File: config.mk
export PLATFORM = sky130hd
export DESIGN_NAME = shft_barrel_top
export DESIGN_NICKNAME = d
export VERILOG_FILES = /design/src/rtl/shft_pkg.sv /design/src/rtl/shft_amt_decode.sv /design/src/rtl/shft_rot_right.sv /design/src/rtl/shft_mask_gen.sv /design/src/rtl/shft_op_select.sv /design/src/rtl/shft_barrel_top.sv
export SDC_FILE = /design/constraint.sdc
export NUM_CORES = 1
export LEC_CHECK = 0
export BUFFER_PORTS_ARGS = -buffer_cell sky130_fd_sc_hd__buf_2
export CORE_MARGIN = 2
export CORE_UTILIZATION = 55
export CTS_BUF_LIST = sky130_fd_sc_hd__clkbuf_2
export CTS_CLUSTER_DIAMETER = 200
export CTS_CLUSTER_SIZE = 10
export DETAILED_ROUTE_END_ITERATION = 12
export PLACE_DENSITY = 0.79
export SLEW_MARGIN = 10
export SYNTH_ARGS = -nofsm -noshare
export SYNTH_HDL_FRONTEND = slang
export SYNTH_SLANG_ARGS = --single-unit
File: constraint.sdc
create_clock -name clk -period 7.2 [get_ports clk]
set_input_delay 2.16 -clock clk [delete_from_list [all_inputs] [get_ports clk]]
set_output_delay 2.16 -clock clk [all_outputs]
set_load 0.03 [all_outputs]
File: src/rtl/shft_pkg.sv
package shft_pkg;

    typedef enum logic [2:0] {
        SK_LSL = 3'd0,
        SK_LSR = 3'd1,
        SK_ASR = 3'd2,
        SK_ROR = 3'd3,
        SK_RRX = 3'd4
    } shft_kind_e;

    // Range of the effective amount relative to the word width
    typedef struct packed {
        logic zero;    // amount == 0
        logic below;   // 1 .. W-1
        logic exact;   // amount == W
        logic beyond;  // amount > W
    } amt_class_t;

    // Logical left shifts are built from a right rotation by the negated amount
    function automatic logic rotates_left(input shft_kind_e k);
        return (k == SK_LSL);
    endfunction

    // Kinds whose zero amount passes the operand and carry through unchanged
    function automatic logic zero_passes(input shft_kind_e k);
        return (k == SK_LSL) || (k == SK_LSR) || (k == SK_ASR) || (k == SK_ROR);
    endfunction

endpackage

File: src/rtl/shft_amt_decode.sv
module shft_amt_decode
    import shft_pkg::*;
#(
    parameter int W     = 32,
    parameter int AMT_W = 8,
    localparam int SH_W = $clog2(W)
) (
    input  logic [AMT_W-1:0] amt,
    output amt_class_t       cls,
    output logic [SH_W-1:0]  low
);

    localparam logic [AMT_W-1:0] WIDTH_CODE = AMT_W'(W);

    always_comb begin
        cls.zero   = (amt == '0);
        cls.exact  = (amt == WIDTH_CODE);
        cls.beyond = (amt >  WIDTH_CODE);
        cls.below  = !cls.zero && (amt < WIDTH_CODE);
        low        = amt[SH_W-1:0];
    end

endmodule

File: src/rtl/shft_rot_right.sv
module shft_rot_right #(
    parameter int W     = 32,
    localparam int SH_W = $clog2(W)
) (
    input  logic [W-1:0]    din,
    input  logic [SH_W-1:0] amt,
    output logic [W-1:0]    dout
);

    logic [W-1:0] stg [SH_W+1];

    assign stg[0] = din;

    for (genvar i = 0; i < SH_W; i++) begin : g_stage
        localparam int S = 1 << i;
        assign stg[i+1] = amt[i] ? {stg[i][S-1:0], stg[i][W-1:S]} : stg[i];
    end

    assign dout = stg[SH_W];

endmodule

File: src/rtl/shft_mask_gen.sv
module shft_mask_gen #(
    parameter int W     = 32,
    localparam int SH_W = $clog2(W)
) (
    input  logic [SH_W-1:0] n,
    output logic [W-1:0]    keep_right,  // bits kept after a right shift by n
    output logic [W-1:0]    keep_left    // bits kept after a left shift by n
);

    logic [31:0] n_ext;
    assign n_ext = 32'(n);

    for (genvar i = 0; i < W; i++) begin : g_bit
        assign keep_right[i] = (n_ext + 32'(i)) < 32'(W);
        assign keep_left[i]  = 32'(i) >= n_ext;
    end

endmodule

File: src/rtl/shft_op_select.sv
module shft_op_select
    import shft_pkg::*;
#(
    parameter int W     = 32,
    localparam int SH_W = $clog2(W)
) (
    input  shft_kind_e      kind,
    input  amt_class_t      cls,
    input  logic [SH_W-1:0] low,
    input  logic [W-1:0]    data,
    input  logic [W-1:0]    rot,
    input  logic [W-1:0]    keep_right,
    input  logic [W-1:0]    keep_left,
    input  logic            cin,
    output logic [W-1:0]    result,
    output logic            cout
);

    logic            sign;
    logic [SH_W-1:0] idx_right;
    logic [SH_W-1:0] idx_left;

    assign sign      = data[W-1];
    assign idx_right = low - SH_W'(1);
    assign idx_left  = SH_W'(0) - low;

    always_comb begin
        result = data;
        cout   = cin;
        if (cls.zero && zero_passes(kind)) begin
            result = data;
            cout   = cin;
        end else begin
            unique case (kind)
                SK_LSL: begin
                    if (cls.below) begin
                        result = rot & keep_left;
                        cout   = data[idx_left];
                    end else if (cls.exact) begin
                        result = '0;
                        cout   = data[0];
                    end else begin
                        result = '0;
                        cout   = 1'b0;
                    end
                end
                SK_LSR: begin
                    if (cls.below) begin
                        result = rot & keep_right;
                        cout   = data[idx_right];
                    end else if (cls.exact) begin
                        result = '0;
                        cout   = data[W-1];
                    end else begin
                        result = '0;
                        cout   = 1'b0;
                    end
                end
                SK_ASR: begin
                    if (cls.below) begin
                        result = (rot & keep_right) | (~keep_right & {W{sign}});
                        cout   = data[idx_right];
                    end else begin
                        result = {W{sign}};
                        cout   = sign;
                    end
                end
                SK_ROR: begin
                    result = rot;
                    cout   = rot[W-1];
                end
                SK_RRX: begin
                    result = {cin, data[W-1:1]};
                    cout   = data[0];
                end
                default: begin
                    result = data;
                    cout   = cin;
                end
            endcase
        end
    end

endmodule

File: src/rtl/shft_barrel_top.sv
module shft_barrel_top
    import shft_pkg::*;
#(
    parameter int W     = 32,
    parameter int AMT_W = 8,
    parameter int AIN_W = 32
) (
    input  logic             clk,
    input  logic             rst,
    input  logic [W-1:0]     in_data,
    input  logic [2:0]       in_kind,
    input  logic [AIN_W-1:0] in_amount,
    input  logic             in_carry,
    output logic [W-1:0]     out_result,
    output logic             out_carry
);

    localparam int SH_W = $clog2(W);

    shft_kind_e      kind;
    amt_class_t      cls;
    logic [SH_W-1:0] low;
    logic [SH_W-1:0] rot_amt;
    logic [W-1:0]    rot;
    logic [W-1:0]    keep_right;
    logic [W-1:0]    keep_left;
    logic [W-1:0]    nxt_result;
    logic            nxt_carry;
    logic            amt_hi_unused;

    assign kind          = shft_kind_e'(in_kind);
    assign amt_hi_unused = ^in_amount[AIN_W-1:AMT_W];

    shft_amt_decode #(.W(W), .AMT_W(AMT_W)) dec_i (
        .amt (in_amount[AMT_W-1:0]),
        .cls (cls),
        .low (low)
    );

    assign rot_amt = rotates_left(kind) ? (SH_W'(0) - low) : low;

    shft_rot_right #(.W(W)) rot_i (
        .din  (in_data),
        .amt  (rot_amt),
        .dout (rot)
    );

    shft_mask_gen #(.W(W)) mask_i (
        .n          (low),
        .keep_right (keep_right),
        .keep_left  (keep_left)
    );

    shft_op_select #(.W(W)) sel_i (
        .kind       (kind),
        .cls        (cls),
        .low        (low),
        .data       (in_data),
        .rot        (rot),
        .keep_right (keep_right),
        .keep_left  (keep_left),
        .cin        (in_carry),
        .result     (nxt_result),
        .cout       (nxt_carry)
    );

    always_ff @(posedge clk) begin
        if (rst) begin
            out_result <= '0;
            out_carry  <= 1'b0;
        end else begin
            out_result <= nxt_result;
            out_carry  <= nxt_carry;
        end
    end

endmodule

==> results.txt, run 1 <==
The run finished with clean final reports. In this run the most critical hold path is launched from in_carry. The per-instance average area after synthesis is 8.06 um^2. The clock passes through at most 2 buffers. The leakage power total came out at 2.29 nW. The data required time at the worst endpoint is 7.55 ns. In this run the worst setup path begins at in_amount[1]. Setup violations remaining at the end of the flow were counted as 0.

After detailed routing, the met3 layer carries 4250 um of wire. The setup path with the least slack is of type input port to register. The tightest slew margin relative to the limit came out at between 20% and 30%. The row count came out at 36. The worst vdd rail ir drop came out at 0.0848 mV. The register bit total from synthesis came out at 33. For this run, the register share of the synthesized area comes to 12.0%. After floorplanning, the core was sized to cover 9770 um^2. From bottom edge to top edge, the die measures 104 um. The max-capacitance violation count is 0.

Summed over all layers, the routed wires come to roughly 25000 um. The worst slack after detailed placement came out at between 1 and 1.5 ns. The number of DRC violations after detailed routing came out at 0. The initial cell density of the core came out at a little under three fifths. The post-synthesis net count came out at 760. The top flip-flop cell by instance count after synthesis is dfxtp_1. The count of filler cells inserted in the layout is 902.

Setup repair after global routing left no endpoint under its margin. The full die area came out at approximately 11000 um^2. 103 I/O pins were placed. Signal routing reaches up to met5. The count of buffers added on input and output ports is a little under 80. The number of H-tree levels came out at 2. The clock sink total came out at 33. The area overhead of the layout relative to synthesis came out at 8.83%. The class of the most critical hold timing path is input port to register. Once detailed placement completed, the half-perimeter wirelength came to ~18000 um.

The detailed router put a total of roughly 8000 um of wire on met1. The distinct cell type count after synthesis came out at about 70. The worst path needs approximately 5.8 ns of the cycle, external delays included. After synthesis, the share of flip-flops with an asynchronous set or reset is 0%.

The number of cells traversed by the worst hold path is 3. The final worst slack is about 1.4 ns. STA puts the critical path data arrival time at roughly 6.1 ns. The number of global-route vias before repair is 6259. The type of destination of the critical path is a register. The worst hold path terminates at out_carry. Once detail routing completed, the nets flagged for antenna violations numbered 0.

The number of setup buffers added after CTS is 0. In the synthesized netlist, the number of instances is ~690. The largest net degree at the start of global routing came out at 48. The routability-driven placement congestion ratio is 1.09. The number of synthesized flops with an enable pin is 0. The count of TritonRoute iterations in the first routing pass is 7. The clock tree from TritonCTS is yes. The overall overflow remaining after global route is 0. The cell sitting at the root of the clock tree is a clkbuf_2. The die span in x came out at between 100 and 150 um. The number of antenna cells inserted came out at 0. In the routed layout, each cell is associated on average with a via count of 7.86. The post-route clock period utilization is 80.5%.

The number of buffers added to fix hold violations after cts is 0. Clock-pin slew was measured on the worst setup and hold paths at 0.27 ns. The detailed router finished its first iteration with between 1000 and 1500 violations. The wire length per cell after detailed routing came out at ~29 um.

The slew at the pin closest to its max-slew limit is 1.12 ns. The number of antenna violations at the first check in global routing came out at 1. The layout net count is just under 800. The number of max-slew violations in the final report is 0.

The global-route wire length before repair is 37600 um. The largest driver fanout on the critical path is 25. The global router's overall resource usage came out at 45.8%. The number of warnings reported in the yosys synthesis log is 0. In this run the cell area of the synthesized design comes to approximately 5500 um^2. The number of buffers added by the clock tree synthesis step came out at 5. STA classifies the critical path startpoint as an input port. For this block, the via count after detailed routing is around 6700. The share of final-layout standard cells stronger than drive strength 1 came out at 26.2%. In the final timing run, aggregate negative setup slack is 0 ns. The power per unit of standard cell area is between 100 and 150 nW/um^2. The timing-limited maximum frequency came out at about 170 MHz.

The number of endpoints with negative hold slack in the final report is 0. The routed length on met2 is 10600 um. Gates resized during post-CTS repair numbered 0.
==> power by group <==
group	total, mW	switching, mW	internal, mW
logic	0.495	0.317	0.179
registers	0.202	0.00341	0.199
clock network	0.103	0.0806	0.0226
total	0.801	0.401	0.400
==> synth_stat cells (3+ instances only) <==
cell / count / share of area, %
a21o_1: 6 / 0.82
a311oi_1: 5 / 0.79
mux2_2: 16 / 3.3
xnor2_1: 4 / 0.63
clkbuf_1: 49 / 3.3
a211oi_1: 14 / 1.9
o31a_1: 3 / 0.48
o21ai_0: 56 / 5.1
or2_2: 3 / 0.34
a32oi_1: 4 / 0.63
inv_1: 4 / 0.27
ha_1: 5 / 1.1
and3_1: 3 / 0.34
buf_2: 9 / 0.82
a211o_1: 5 / 0.79
o221ai_1: 7 / 1.1
mux2i_1: 51 / 9.2
o31ai_1: 7 / 0.95
nor2_1: 86 / 5.8
or3_1: 5 / 0.57
a221oi_1: 14 / 2.2
nand2b_1: 3 / 0.34
a21oi_1: 42 / 3.8
buf_1: 6 / 0.41
a221o_1: 5 / 0.91
nor3b_1: 3 / 0.41
o211ai_1: 7 / 0.95
nand2_1: 51 / 3.5
nor4_1: 10 / 1.1
nand4_1: 10 / 1.1
dfxtp_1: 33 / 12
a41oi_1: 3 / 0.48
nor3_1: 21 / 1.9
a31oi_1: 3 / 0.34
mux4_2: 51 / 21
nand3_1: 26 / 2.4
a22oi_1: 6 / 0.82
==> layer usage <==
metal | vias to the layer above | track usage [%]
met5 | - | 0
met4 | 2 | 25.2
met3 | 180 | 16.3
met2 | 700 | 70.7
met1 | 3047 | 55.9
li1 | 2784 | -
==> kinds of logic (layout without fill, tap and decap cells) <==
kind of cell | Yosys count | after routing | share of synthesized area, %
buf+inv | 73 | 109 | 5.46
fa+ha+maj | 5 | 5 | 1.13
mux | 118 | 118 | 33.3
compound gates | 210 | 210 | 25.8
simple gates | 239 | 239 | 20.9
flops | 33 | 33 | 12.0
xor+xnor | 7 | 7 | 1.45
==> worst max path at each step <==
stage	to	slack (ns)	cells past startpoint
3_5_place_dp	out_result[25]	1.07	12
5_1_grt	out_result[17]	1.14	11
4_1_cts	out_result[8]	1.53	10
6_report	out_result[17]	1.40	11
2_1_floorplan	out_result[13]	1.08	14
3_3_place_gp	out_result[25]	1.17	12
==> layout make-up <==
type	instances	area (um^2)	share of cell area, %
repair buffers	96	526	8.74
multi-input cells	579	4600	76.5
flip-flops and latches	33	661	11.0
well taps	133	166	2.77
clock inverters	3	17.5	0.291
clock buffers	5	25.0	0.416
inverters	5	18.8	0.312
==> stage by stage <==
step / power [mW] / hold slack, ns / cells / util, % / cell area [um^2]
CTS: 0.781 / 2.05 / 854 / 61.4 / 6010
finish: 0.801 / 2.06 / 854 / 61.5 / 6010
detailed placement: 0.681 / 2.57 / 846 / 61.0 / 5960
floorplan: 0.534 / 2.32 / 685 / - / 5520
global route: 0.829 / 2.06 / 854 / 61.5 / 6010
global placement: 0.671 / 2.53 / 846 / 61.0 / 5960
==> cell usage in the layout (no fill, tap or decap), types with 9 or more instances in the layout <==
| master | n |
|---|---|
| dfxtp_1 | 33 |
| a221oi_1 | 14 |
| nand3_1 | 26 |
| a21oi_1 | 41 |
| mux2_2 | 16 |
| nor4_1 | 9 |
| nand4_1 | 10 |
| mux2i_1 | 51 |
| buf_2 | 78 |
| o21ai_0 | 56 |
| nand2_1 | 51 |
| mux4_2 | 51 |
| nor2_1 | 86 |
| buf_4 | 18 |
| a211oi_1 | 14 |
| nor3_1 | 20 |
==> flip-flops by register name (all words and copies together), names as in the netlist <==
name	flops
out_result	32
out_carry	1
==> worst max-delay path: stages <==
cell	delay, ns
buf_2	0.28
inv_1	0.20
ha_1	0.46
nor4b_2	0.75
a21o_1	0.56
nand2_1	0.37
buf_4	0.34
o21ai_0	0.39
a221oi_1	0.14
a311o_1	0.32
a21oi_1	0.14
(Power assumes the default switching activity.)
==> run 2, diff against run 1 <==
- CORE_UTILIZATION: 55 -> 53
- PLACE_DENSITY: 0.79 -> 0.8
- clock period: 7.2 -> 5.3 ns (I/O delays scaled with it)
==> run 2 against run 1 <==
Total power grew 37%; utilization is 2.1 points lower; critical path type unchanged; die area grew 3.6%; final area rose by 1.1%; largest cell class unchanged; sequential power increased by 36%; clock power grew 39%; combinational power is 38% higher; largest power group unchanged.
==> results.txt, run 2 (synthesis gave the netlist of run 1 again) <==
After clock tree synthesis, the repair step resized 0 gates. The number of endpoints with negative hold slack in the final report came to 0. The combinational cell fraction of total power came out at ~62%. The count of input and output buffers is 78. The tree is rooted in a clkbuf_2. The net switching power is 0.554 mW. The power per unit of standard cell area is roughly 180 nW/um^2. The final standard cell utilization of the core is 59.4%.

The data arrival time of the critical path is around 4.9 ns. Summed over all cells, the static leakage comes to roughly 2.3 nW. The first TritonRoute pass finished after 5 iterations.

Counting tap cells, the placed design contains a total of around 860 instances. At the end of routability-driven placement, the weighted congestion stood at approximately 1.1. The post-route clock period utilization is approximately 85%.

In the routed design, unresolved DRC markers number 0. From bottom edge to top edge, the die measures between 100 and 150 um. The power consumption came out at around 1.1 mW. The worst hold path was traced through 3 stages. Once placement finished, the instance area stood at about 6000 um^2. The count of filler cells inserted in the layout came out at approximately 960. The maximum number of buffers from clock root to sink came out at 2. The row count is 37. The number of antenna cells inserted came out at 0. The number of max-slew violations in the final report is 0. The most common cell after layout, fill and taps aside is nor2_1. For the pin with the worst max-slew slack, the measured transition is about 1.2 ns.

The number of vias in the routed layout came out at between 6000 and 7000. Per report_power, the sequential group accounts for between 20% and 30% of the total. The die span in x came out at 106 um.

The I/O pin total is 103. Across every metal layer, demand over resource in global routing totals 46.5%. The mean number of vias per cell is approximately 8.

In the final design database the tool counted roughly 800 nets. The clock tree from TritonCTS is yes. The worst setup path is captured at a register. More flip-flops sit in one register than any other, and that register is out_result. The run finished with clean final reports. The termination of the worst setup path is out_result[24]. The max-capacitance violation count is 0.

Of the total power, the share spent switching nets is ~50%. The half-perimeter wire length of the detailed placement result is ~18000 um. The clock group share of total power is around an eighth. The final worst slack came out at 0.806 ns. The area of the core region came out at around 10000 um^2.

The final hold slack is about 1.5 ns. The largest net degree at the start of global routing came out at 48. The post-route netlist has a little over a quarter of its cells at a drive strength greater than 1. The final design instance area without fill came out at around 6100 um^2. Setup violations remaining at the end of the flow were counted as 0.

The data required time at the worst endpoint came out at between 5 and 6 ns. The internal power is ~0.55 mW. The clock period minus final worst setup slack came out at 4.49 ns.

In the layout the commonest cells are nor2_1, buf_2, o21ai_0. Summed over all layers, the routed wires come to approximately 26000 um. The post-layout instance count excluding filler cells came out at between 800 and 900. The die covers 11300 um^2. The number of global-route vias before repair is 6322. The class of the most critical hold timing path is input port to register. The startpoint class of the critical path is an input port. Setup repair after global routing left no endpoint under its margin. The number of antenna violations at the first check in global routing came out at 0. The flip-flop count of the largest register, all copies and words added is 32.

The worst slack after detailed placement came out at 0.424 ns. After routing, the total negative slack on setup checks comes to 0 ns. The clock sink total is 33.

The H-tree was split into 2 levels. The initial cell density of the core is 54.0%. The area overhead of the layout relative to synthesis came out at 10.0%. The worst setup path is of the input port to register kind.

The count of buffers added by post-CTS timing repair for setup came out at 0. The worst vdd rail ir drop is around 0.12 mV. The overall overflow remaining after global route came out at 0. The clock slew seen by the registers of the worst setup and hold paths came out at ~0.27 ns. The count of antenna-violating nets left after detailed routing is 0. The critical path starts at in_amount[1]. Derived from the worst setup path, the maximum achievable clock frequency is about 220 MHz. The first global-routing pass estimated about 39000 um of wire.

The detailed router's first-iteration violation count came out at about 1100. The number of buffers added by the clock tree synthesis step came out at 5. The wire length per cell after detailed routing came out at about 30 um. The number of buffers added to fix hold violations after cts is 0. The largest registers in the layout are out_result x32, out_carry x1. The tightest slew margin relative to the limit is a little under a fifth. The largest driver fanout on the critical path came out at 8.
-- run 2: cell count changes in the layout (fill, tap and decap cells not counted), sizes merged --
| cell | change |
|---|---|
| buf | +9 |
-- run 2: layout make-up --
class	count	area (um^2)	area share, %
Clock buffer	5	25.0	0.412
Sequential cell	33	661	10.9
Tap cell	136	170	2.80
Clock inverter	3	17.5	0.288
Multi-Input combinational cell	579	4590	75.5
Timing Repair Buffer	105	593	9.76
Inverter	5	20.0	0.329
-- run 2: worst min path at each step --
stage               start        endpoint
5_1_grt          in_carry       out_carry
4_1_cts          in_carry       out_carry
2_1_floorplan  in_data[8]   out_result[8]
3_3_place_gp     in_carry  out_result[31]
6_report         in_carry       out_carry
3_5_place_dp     in_carry       out_carry
-- run 2: power groups by stage --
stage                     Sequential [mW]  Clock, mW  Combinational [mW]
final                               0.275      0.143               0.683
after global routing                0.277      0.150               0.711
after CTS                           0.275      0.140               0.655
after detailed placement            0.281          0               0.653
after global placement              0.280          0               0.640
after floorplan                     0.327          0               0.398
-- run 2: critical path: stages --
cell,delay [ns]
buf_2,0.11
inv_1,0.11
ha_1,0.23
nor4_4,0.09
xnor2_1,0.94
mux2i_1,0.31
mux4_2,0.58
mux4_2,0.51
a21oi_1,0.14
o221a_2,0.22
-- run 2: per-layer routing --
layer	routed length (um)	GRT usage, %	up-vias
li1	-	-	2805
met1	8960	60.5	3231
met2	10900	68.8	687
met3	3920	11.8	174
met4	2250	29.6	0
met5	0	0	-
